`config.mk`:
```
export PLATFORM = sky130hd
export DESIGN_NAME = angle_freeze_if
export DESIGN_NICKNAME = d
export VERILOG_FILES = /design/src/rtl/afi_pkg.sv /design/src/rtl/afi_hold_ctrl.sv /design/src/rtl/afi_snapshot.sv /design/src/rtl/afi_read_port.sv /design/src/rtl/angle_freeze_if.sv
export SDC_FILE = /design/constraint.sdc
export NUM_CORES = 1
export LEC_CHECK = 0
export CORE_ASPECT_RATIO = 0.7
export CORE_MARGIN = 2
export CORE_UTILIZATION = 50
export DETAILED_ROUTE_END_ITERATION = 16
export DONT_BUFFER_PORTS = 1
export SLEW_MARGIN = 20
export SYNTH_ARGS = -nofsm -noshare
export SYNTH_HDL_FRONTEND = slang
export SYNTH_SLANG_ARGS = --single-unit
```
`constraint.sdc`:
```
create_clock -name clk -period 2.14 [get_ports clk]
set_input_delay 0.321 -clock clk [delete_from_list [all_inputs] [get_ports clk]]
set_output_delay 0.321 -clock clk [all_outputs]
set_load 0.01 [all_outputs]
```
`src/rtl/afi_pkg.sv`:
```
`timescale 1ns/1ps
package afi_pkg;
  localparam int ANGLE_W = 14;
  localparam int WORD_W  = 16;

  typedef enum logic [1:0] {
    SEL_CTRL   = 2'd0,
    SEL_COARSE = 2'd1,
    SEL_FINE   = 2'd2,
    SEL_SPARE  = 2'd3
  } reg_sel_e;

  function automatic logic [WORD_W-1:0] widen_angle(input logic [ANGLE_W-1:0] a);
    return {{(WORD_W-ANGLE_W){1'b0}}, a};
  endfunction

  function automatic logic [WORD_W-1:0] pack_status(input logic hold, input logic settled,
                                                    input logic err);
    return {{(WORD_W-3){1'b0}}, err, settled, hold};
  endfunction

  function automatic logic is_word_sel(input logic [1:0] sel);
    return (sel == SEL_COARSE) || (sel == SEL_FINE);
  endfunction
endpackage

```
`src/rtl/afi_hold_ctrl.sv`:
```
`timescale 1ns/1ps
module afi_hold_ctrl #(
  parameter int SETTLE  = 4,
  parameter int TIMEOUT = 1024
) (
  input  logic clk,
  input  logic rst_n,
  input  logic req_hold,
  input  logic req_release,
  output logic hold,
  output logic settled,
  output logic capture,
  output logic timeout_hit
);
  localparam int AGE_W = $clog2(TIMEOUT + 1);

  logic [AGE_W-1:0] age;

  assign capture     = hold && (age == AGE_W'(SETTLE - 1));
  assign timeout_hit = hold && (age == AGE_W'(TIMEOUT - 1));

  always_ff @(posedge clk) begin
    if (!rst_n) begin
      hold    <= 1'b0;
      settled <= 1'b0;
      age     <= '0;
    end else if (req_release || timeout_hit) begin
      hold    <= 1'b0;
      settled <= 1'b0;
      age     <= '0;
    end else if (req_hold && !hold) begin
      hold    <= 1'b1;
      settled <= 1'b0;
      age     <= '0;
    end else if (hold) begin
      age <= age + 1'b1;
      if (capture) settled <= 1'b1;
    end
  end

  p_hold_on_write_r2: assert property (@(posedge clk) disable iff (!rst_n)
    (req_hold && !req_release && !hold) |=> hold);
  p_release_on_write_r2: assert property (@(posedge clk) disable iff (!rst_n)
    req_release |=> !hold);
  p_settled_needs_hold_r3: assert property (@(posedge clk) disable iff (!rst_n)
    settled |-> hold);
  p_timeout_release_r7: assert property (@(posedge clk) disable iff (!rst_n)
    timeout_hit |=> (!hold && !settled));
endmodule

```
`src/rtl/afi_snapshot.sv`:
```
`timescale 1ns/1ps
module afi_snapshot #(
  parameter int W = 14
) (
  input  logic         clk,
  input  logic         rst_n,
  input  logic         capture,
  input  logic [W-1:0] din,
  output logic [W-1:0] snap
);
  always_ff @(posedge clk) begin
    if (!rst_n)       snap <= '0;
    else if (capture) snap <= din;
  end

  p_snap_stable_r4: assert property (@(posedge clk) disable iff (!rst_n)
    !capture |=> $stable(snap));
endmodule

```
`src/rtl/afi_read_port.sv`:
```
`timescale 1ns/1ps
module afi_read_port
  import afi_pkg::*;
(
  input  logic               clk,
  input  logic               rst_n,
  input  logic               rd_stb,
  input  logic [1:0]         rd_sel,
  input  logic               hold,
  input  logic               settled,
  input  logic [ANGLE_W-1:0] snap_coarse,
  input  logic [ANGLE_W-1:0] snap_fine,
  output logic               rd_ack,
  output logic [WORD_W-1:0]  rd_data,
  output logic               rd_fresh,
  output logic               read_err
);
  logic              word_rd;
  logic              bad_rd;
  logic [WORD_W-1:0] mux_word;

  assign word_rd = rd_stb && is_word_sel(rd_sel);
  assign bad_rd  = word_rd && !hold;

  always_comb begin
    unique case (rd_sel)
      SEL_CTRL:   mux_word = pack_status(hold, settled, read_err);
      SEL_COARSE: mux_word = widen_angle(snap_coarse);
      SEL_FINE:   mux_word = widen_angle(snap_fine);
      default:    mux_word = '0;
    endcase
  end

  always_ff @(posedge clk) begin
    if (!rst_n) begin
      rd_ack   <= 1'b0;
      rd_data  <= '0;
      rd_fresh <= 1'b0;
      read_err <= 1'b0;
    end else begin
      rd_ack   <= rd_stb;
      rd_fresh <= word_rd && hold && settled;
      if (rd_stb) rd_data <= mux_word;
      if (bad_rd) read_err <= 1'b1;
    end
  end

  p_err_sticky_r6: assert property (@(posedge clk) disable iff (!rst_n)
    read_err |=> read_err);
  p_ack_follows_r8: assert property (@(posedge clk) disable iff (!rst_n)
    rd_stb |=> rd_ack);
  p_fresh_needs_hold_r8: assert property (@(posedge clk) disable iff (!rst_n)
    rd_fresh |-> ($past(hold) && $past(settled)));
endmodule

```
`src/rtl/angle_freeze_if.sv`:
```
`timescale 1ns/1ps
module angle_freeze_if
  import afi_pkg::*;
#(
  parameter int SETTLE  = 4,
  parameter int TIMEOUT = 1024
) (
  input  logic               clk,
  input  logic               rst_n,
  input  logic               host_wr,
  input  logic               host_rd,
  input  logic [1:0]         host_addr,
  input  logic               host_wbit,
  input  logic [ANGLE_W-1:0] coarse_angle,
  input  logic [ANGLE_W-1:0] fine_angle,
  output logic               coarse_inhibit_n,
  output logic               fine_inhibit_n,
  output logic               rd_ack,
  output logic [WORD_W-1:0]  rd_data,
  output logic               rd_fresh,
  output logic               read_err
);
  localparam int NCH = 2;

  logic ctrl_wr, req_hold, req_release;
  logic hold, settled, capture, timeout_hit;
  logic [NCH-1:0][ANGLE_W-1:0] conv_in;
  logic [NCH-1:0][ANGLE_W-1:0] snap_q;

  assign ctrl_wr     = host_wr && (host_addr == SEL_CTRL);
  assign req_hold    = ctrl_wr && !host_wbit;
  assign req_release = ctrl_wr && host_wbit;

  afi_hold_ctrl #(.SETTLE(SETTLE), .TIMEOUT(TIMEOUT)) u_hold (
    .clk(clk), .rst_n(rst_n), .req_hold(req_hold), .req_release(req_release),
    .hold(hold), .settled(settled), .capture(capture), .timeout_hit(timeout_hit)
  );

  assign conv_in[0] = coarse_angle;
  assign conv_in[1] = fine_angle;

  for (genvar ch = 0; ch < NCH; ch++) begin : g_chan
    afi_snapshot #(.W(ANGLE_W)) u_snap (
      .clk(clk), .rst_n(rst_n), .capture(capture),
      .din(conv_in[ch]), .snap(snap_q[ch])
    );
  end

  assign coarse_inhibit_n = !hold;
  assign fine_inhibit_n   = !hold;

  afi_read_port u_rd (
    .clk(clk), .rst_n(rst_n), .rd_stb(host_rd), .rd_sel(host_addr),
    .hold(hold), .settled(settled), .snap_coarse(snap_q[0]), .snap_fine(snap_q[1]),
    .rd_ack(rd_ack), .rd_data(rd_data), .rd_fresh(rd_fresh), .read_err(read_err)
  );

  p_lines_agree_r2: assert property (@(posedge clk) disable iff (!rst_n)
    coarse_inhibit_n == fine_inhibit_n);
  p_release_after_timeout_r7: assert property (@(posedge clk) disable iff (!rst_n)
    timeout_hit |=> coarse_inhibit_n);
endmodule

```
; Word-level counts from Yosys, hierarchy flattened
; Cells that the tools add are included.
[classes]
n_addsub = 1
mul = 0
n_div = 0
order_cmp = 0
eq_ne = 4
n_shift = 0
mux = 1
bitwise = 1
reduce_logical = 18
[op_table]
columns = op, n
row1 = 14-bit case mux with 3 select lines, 1
row2 = "11-bit by 1-bit adder with 11-bit output, second input constant", 1
row3 = "11-bit by 10-bit == test with 1-bit output, second input constant", 1
row4 = "11-bit by 2-bit == test with 1-bit output, second input constant", 1
row5 = 1-bit logical AND, 10
row6 = 3-bit OR reduction, 1
row7 = "2-bit by 1-bit == test with 1-bit output, second input constant", 1
row8 = "2-bit == test, second input constant", 1
row9 = 1-bit logical NOT, 2
row10 = 2-bit logical NOT, 1
row11 = 1-bit logical OR, 2
row12 = 2-bit AND reduction, 1
row13 = 2-bit OR reduction, 1
row14 = 1-bit inverter, 1
[word_totals]
regBits = 60
latch_bits = 0
mem_bits_rw = 0
rom_bits = 0
input_bits = 35
output_inout_bits = 21
elab_cells = 34
memories = 0

; Longest topological paths before layout
; Gate-level depths: netlist (run 1).
[depth]
depth_word = 5
depth_mapped = 6

; Modules after synthesis
; From an unflattened synthesis (run 1), not the netlist that was laid out.
[unflattened]
cells_unflattened = 252
area_unflattened_um2 = 2625.0
[modules_own_cells]
columns = mod, instances, cells_each, area_per_inst_um2
row1 = afi_snapshot, 2, 45, 543.0
row2 = afi_read_port, 1, 91, 854.6
row3 = afi_hold_ctrl, 1, 67, 645.6
row4 = angle_freeze_if, 1, 4, 38.8

; Least setup slack after synthesis (run 1)
; Ideal clock, no wire load.
[synth_path]
kind = register to register
from = register u_hold.age[0]
to = register g_chan[0].u_snap.snap[0]
setup_time_ps = 72
t_arrival_ps = 1435
t_required_ps = 2068
setup_slack_ps = 634
path_stages_with_launch = 7
synth_period_minus_slack_ps = 1506
cell_sequence = dfxtp_1 > ha_1 > and2_1 > and4_1 > buf_6 > buf_6 > mux2i_1
[synth_via]
elab_chain_len = 2
[synth_lines]
columns = item, line_no
row1 = from (decl), afi_hold_ctrl.sv:17  ; logic [AGE_W-1:0] age;
row2 = from (signal assigned), afi_hold_ctrl.sv:36  ; age <= age + 1'b1;
row3 = 11-bit by 2-bit == test with 1-bit output, afi_hold_ctrl.sv:19  ; assign capture = hold && (age == AGE_W'(SETTLE - 1));
row4 = 1-bit logical AND, afi_hold_ctrl.sv:19
row5 = to (signal assigned), afi_snapshot.sv:13  ; else if (capture) snap <= din;
row6 = to (decl), afi_snapshot.sv:9  ; output logic [W-1:0] snap
; Every way passes these cells.
; A chain may end at the register's enable or synchronous reset.

; Worst setup path after layout (run 1)
[layout_path]
from = register u_hold.age[0]
to = register g_chan[1].u_snap.snap[8]
[layout_via]
elab_chain_len = 2
[layout_lines]
columns = item, line_no
row1 = 11-bit by 2-bit == test with 1-bit output, afi_hold_ctrl.sv:19
row2 = 1-bit logical AND, afi_hold_ctrl.sv:19
row3 = to (signal assigned), afi_snapshot.sv:13
row4 = to (decl), afi_snapshot.sv:9
; Every way passes these cells.

==> impl_metrics.csv, run 1 <==
group,metric,value,unit
timing,rsz0062_at_grt,"no",
detailed_routing,drt_wl_total,5460,um
worst_setup_path,crit_path_end_kind,"register",
cells_and_area,drive_above_1_share,8.49,%
timing,worst_slew_pin_slew,0.552,ns
clock_tree,clock_latency,0.33,ns
timing,setup_tns,0,ns
worst_setup_path,crit_fanout,28,
worst_setup_path,r2r_cells,5,
synthesis,synthXorXnorAreaFrac,1.39,%
global_route,grt_max_degree,59,
floorplan,die_h,63.3,um
synthesis,synthAdderAreaFrac,2.49,%
place,dpl.hpwl,3850,um
outcome,status,"finished, final reports clean",
synthesis,synth_top_area_share,46.2,%
detailed_routing,vias,1853,
timing,period_minus_slack,1.66,ns
synthesis,synth.area.top_cells,"dfxtp_1 46%, mux2i_1 12%, nand2_1 8.7%",
clock_tree,cts-root-buf,"clkbuf_8",
floorplan,coreArea,0.00481,sq mm
detailed_routing,ant_nets,0,
synthesis,synth-compound-area-share,13.3,%
synthesis,yosysUniqueCellTypes,38,
detailed_routing,wl_per_cell,16.1,um
global_route,grt_pass1_vias,1771,
place,dp_cells,325,
clock_tree,cts_buffer_depth,2,
timing,fin_crit_sh,77.5,%
synthesis,synthMuxAreaShare,11.6,%
detailed_routing,drt_iter0_markers,105,
detailed_routing,routed_via_density,5.45,
worst_setup_path,arrival,1.92,ns
cells_and_area,diodes,0,
global_route,gr-total-overflow,0,
hold_path,timing.hold.worst_path_depth,2,
synthesis,ys.flop_type,"dfxtp_1",
timing,finalSetupViolCount,0,
timing,timing.final.ws_setup,0.482,ns
pwr,cellLeakagePower,0.966,nW
pwr,peakVddDrop,0.369,mV
worst_setup_path,crit_required,2.40,ns
clock_tree,htree_levels,3,
floorplan,die_w,88.7,um
global_route,antenna_found_initial,0,
job,max_cap_viol_count,0,
synthesis,syn_area_per_cell,9.27,sq um
clock_tree,cts_tree,"yes",
cells_and_area,fin_cells,340,
synthesis,synth-edff-count,0,
pwr,power,0.00220,W
pwr,p_per_area,805,mW/mm^2
clock_tree,cts_setup_buffers,0,
clock_tree,cts_inserted_buffers,9,
synthesis,synthSimpleGateAreaFrac,19.4,%
synthesis,postSynthCellCount,271,
global_route,grtUsageTotal,20.9,%
place,port-buffer-count,0,
floorplan,rows,21,
clock_tree,clock-sinks,58,
detailed_routing,first_pass_iters,4,
synthesis,async_reset_ff_share,0,%
timing,hold_violations,0,
floorplan,die_area,0.00562,sq mm
synthesis,seq_area_frac_synth,46.2,%
timing,skew,0.00603,ns
detailed_routing,drc,0,
synthesis,yosys-top-cells-count,"58 x dfxtp_1, 58 x nand2_1, 29 x mux2i_1, 17 x nor2_1, 14 x a2bb2oi_1",
clock_tree,path_clk_slew,0.06,ns
cells_and_area,fin_nets,307,
clock_tree,postCtsHoldBufs,0,
synthesis,yosys_warnings,0,
place,post-place-ws,0.510,ns
synthesis,ys_ff_latch,58,
worst_setup_path,critPathKind,"register to register",
clock_tree,post_cts_resized,0,
timing,relSlewSlack,63.2,%
place,gp_congestion,0.825,
timing,fmax,603,MHz
cells_and_area,area_growth,8.96,%
hold_path,hold_class,"input pin to register",
synthesis,synth_top_cell_by_area,"dfxtp_1",
floorplan,pin_count,56,
floorplan,initial_core_util,52.3,%
synthesis,synth_top_family_by_area,"simple AND/OR/NAND/NOR gates",
timing,slew_viol_final,0,
synthesis,syn_area,0.00251,sq mm
global_route,grt_pass1_wl,8790,um
worst_setup_path,start_kind,"register",
[path summary, 6_finish.rpt]
kind	startpoint	endpoint	slack, ns
max	u_hold.age[0]	g_chan[1].u_snap.snap[8]	0.48
min	fine_angle[9]	g_chan[1].u_snap.snap[9]	0.13
max reg2reg	u_hold.age[0]	g_chan[1].u_snap.snap[8]	0.48
min reg2reg	g_chan[1].u_snap.snap[12]	g_chan[1].u_snap.snap[12]	0.46
[state kept, by name (all words and copies together) (netlist names)]
register,flops
g_chan.u_snap.snap,28
u_rd.rd_data,14
u_hold.age,11
u_hold.hold,1
u_hold.settled,1
u_rd.rd_ack,1
u_rd.rd_fresh,1
u_rd.read_err,1
[area by class of cell]
class | instances | area, sq um
multi-input combinational | 188 | 1220
timing repair buffer | 5 | 50.0
sequential | 58 | 1160
clock buffer | 13 | 169
inverter | 5 | 18.8
clock inverter | 2 | 35.0
fill | 462 | 2070
tap | 69 | 86.3
[per-layer routing]
layer	vias to the layer above	wire, um	share of wire (%)	track usage, %
li1	944	-	-	-
met4	0	17	0.31	6.25
met5	-	0	0	0
met1	837	2970	54	33.5
met2	68	1950	36	24.9
met3	4	533	9.8	7.99
[cell families (layout without fill, tap and decap cells)]
| group | Yosys count | count (layout) |
|---|---|---|
| other | 1 | 2 |
| and+or+nand+nor | 106 | 106 |
| muxes | 29 | 29 |
| xor gates and xnor gates | 4 | 4 |
| DFF | 58 | 58 |
| buffers and inverters | 26 | 25 |
| adders and majority gates | 5 | 5 |
| AOI/OAI and AO/OA | 42 | 42 |
[worst max-delay path, stage by stage, from the launching register on]
cell,delay (ns)
dfxtp_1,0.39
ha_1,0.29
and2_1,0.21
and4_1,0.25
buf_12,0.23
mux2i_1,0.21
[power breakdown]
part	switching (W)	leakage [nW]	total [W]	internal [W]
sequential	0.00000872	0.468	0.00109	0.00109
combinational	0.0000475	0.393	0.0000771	0.0000296
clock	0.000407	0.106	0.00103	0.000625
total	0.000463	0.966	0.00220	0.00174
[cells in the final DEF (no fill, tap or decap), types with 3 or more instances in the layout]
cell / instances
a222oi_1: 3
nand2_1: 58
inv_1: 4
nor2_1: 17
nand4_1: 3
nor3_1: 7
clkbuf_8: 12
dfxtp_1: 58
a211oi_1: 4
a2bb2oi_1: 14
buf_4: 4
nand3_1: 5
o21ai_0: 5
ha_1: 5
mux2i_1: 29
a22oi_1: 11
[per-stage QoR]
stage / util (%) / hold slack, ns / area, sq um
6_report: 56.9 / 0.129 / 2740
5_1_grt: 56.9 / 0.126 / 2740
4_1_cts: 56.9 / 0.109 / 2740
3_5_place_dp: 52.7 / 0.454 / 2530
3_3_place_gp: 52.7 / 0.444 / 2530
2_1_floorplan: - / 0.434 / 2520
No activity file was read; power rests on OpenSTA's default activity.
==> run 2: changes to the inputs <==
clock period = 1.7 ns   (was 2.14 ns; I/O delays follow)
==> run 2 against run 1 <==
Compared with the run above:
- sequential power grew 26%
- final area grew 3.0%
- sequential cell count is the same
==> impl_metrics.csv, run 2 (synthesis gave the netlist of run 1 again) <==
group,metric,value,unit
outcome,status,"finished, final reports clean",
timing,worst_slew_pin_slew,0.584,ns
clock_tree,cts_tree,"yes",
detailed_routing,drt_iter0_markers,120,
timing,fin_crit_sh,93.8,%
place,dpl.hpwl,3770,um
floorplan,rows,21,
pwr,p_per_area,1020,mW/mm^2
clock_tree,cts_buffer_depth,2,
job,max_cap_viol_count,0,
worst_setup_path,crit_path_end,"g_chan[0].u_snap.snap[6]",
clock_tree,cts-root-buf,"clkbuf_8",
floorplan,die_area,0.00562,sq mm
floorplan,pin_count,56,
worst_setup_path,path_buf_inv,1,
pwr,cellLeakagePower,1.00,nW
cells_and_area,diodes,0,
worst_setup_path,crit_path_end_kind,"register",
floorplan,initial_core_util,52.3,%
clock_tree,htree_levels,3,
detailed_routing,routed_via_density,5.42,
worst_setup_path,start_kind,"register",
clock_tree,cts_inserted_buffers,9,
worst_setup_path,arrival,1.84,ns
global_route,antenna_found_initial,0,
worst_setup_path,path_cells,"ha_2 > and2_1 > and4_2 > clkbuf_16 > mux2i_1",
global_route,grt_pass1_vias,1712,
cells_and_area,fin_cells,347,
clock_tree,path_clk_slew,0.07,ns
worst_setup_path,critPathKind,"register to register",
worst_setup_path,regToRegStartpoint,"u_hold.age[1]",
detailed_routing,ant_nets,0,
worst_setup_path,r2r_cells,5,
worst_setup_path,crit_fanout,14,
timing,skew,0.00711,ns
timing,fmax,627,MHz
cells_and_area,final_core_util,58.6,%
detailed_routing,drc,0,
floorplan,coreArea,0.00481,sq mm
cells_and_area,fin_nets,313,
worst_setup_path,max_stage_delay,0.38,ns
place,place_area,0.00256,sq mm
worst_setup_path,startpoint,"u_hold.age[1]",
global_route,gr-total-overflow,0,
timing,slew_viol_final,0,
detailed_routing,vias,1881,
worst_setup_path,r2r_end,"g_chan[0].u_snap.snap[6]",
clock_tree,clock_latency,0.33,ns
hold_path,hold_class,"input pin to register",
floorplan,die_h,63.3,um
timing,hold_violations,0,
place,gp_congestion,0.800,
global_route,grtUsageTotal,20.9,%
timing,period_minus_slack,1.60,ns
timing,rsz0062_at_grt,"no",
detailed_routing,drt_wl_total,5490,um
cells_and_area,area_growth,12.2,%
worst_setup_path,critPathSlowestCell,"dfxtp_1",
worst_setup_path,crit_required,1.95,ns
pwr,power,0.00287,W
cells_and_area,top_regs,"g_chan.u_snap.snap: 28 flops, u_rd.rd_data: 14 flops, u_hold.age: 11 flops",
floorplan,die_w,88.7,um
global_route,grt_max_degree,59,
timing,setup_tns,0,ns
clock_tree,clock-sinks,58,
cells_and_area,stdcell_area,0.00282,sq mm
cells_and_area,largest-register,"g_chan.u_snap.snap",
cells_and_area,largest_reg_flops,28,
timing,finalSetupViolCount,0,
cells_and_area,drive_above_1_share,11.5,%
detailed_routing,first_pass_iters,4,
worst_setup_path,rrSetupSlack,0.10,ns
worst_setup_path,crit_family,"simple AND/OR/NAND/NOR gates",
global_route,grt_pass1_wl,8730,um
pwr,peakVddDrop,0.530,mV
place,port-buffer-count,0,
timing,relSlewSlack,61.1,%
place,dp_cells,329,
cells_and_area,layout_common_cells,"58 x nand2_1, 58 x dfxtp_1, 29 x mux2i_1",
detailed_routing,wl_per_cell,15.8,um
worst_setup_path,cp.depth,5,
clock_tree,postCtsHoldBufs,0,
==> run 2: power breakdown <==
part,total (W),internal [W],switching (W),leakage [nW]
logic,0.000106,0.0000436,0.0000624,0.425
clock network,0.00139,0.000860,0.000530,0.109
registers,0.00137,0.00137,0.00000900,0.468
==> run 2: through the flow <==
step	setup slack (ns)	hold slack, ns
final	0.105	0.0543
after global routing	0.0273	0.0559
after CTS	0.0720	0.0371
after detailed placement	0.109	0.397
after global placement	0.180	0.392
after floorplan	0.194	0.397
==> run 2: worst min path at each step <==
stage                          start                         to  slack, ns  cells past startpoint
CTS                            rst_n                u_hold.hold       0.04                      2
finish                         rst_n                u_hold.hold       0.05                      2
global route        coarse_angle[13]  g_chan[0].u_snap.snap[13]       0.06                      2
global placement               rst_n                u_hold.hold       0.39                      2
floorplan            coarse_angle[0]   g_chan[0].u_snap.snap[0]       0.40                      2
detailed placement             rst_n                u_hold.hold       0.40                      2
==> run 2: repair_timing <==
item | CTS | global route
endpoints found under the setup margin | 0 | 2
gates resized for setup | 0 | 2
buffers inserted | 0 | 1
==> run 2: cell type report <==
cell class              count  area [sq um]
inverters                   5          18.8
repair buffers             11           113
clock buffers              11           141
multi-input cells         188          1220
fillers                   423          1990
clock inverters             5          77.6
flip-flops and latches     58          1160
well taps                  69          86.3
==> run 2: layer usage <==
metal,routed length (um),track usage [%]
met5,0,0
met4,42,5.68
met3,409,8.78
met2,2020,24.1
met1,3020,33.9
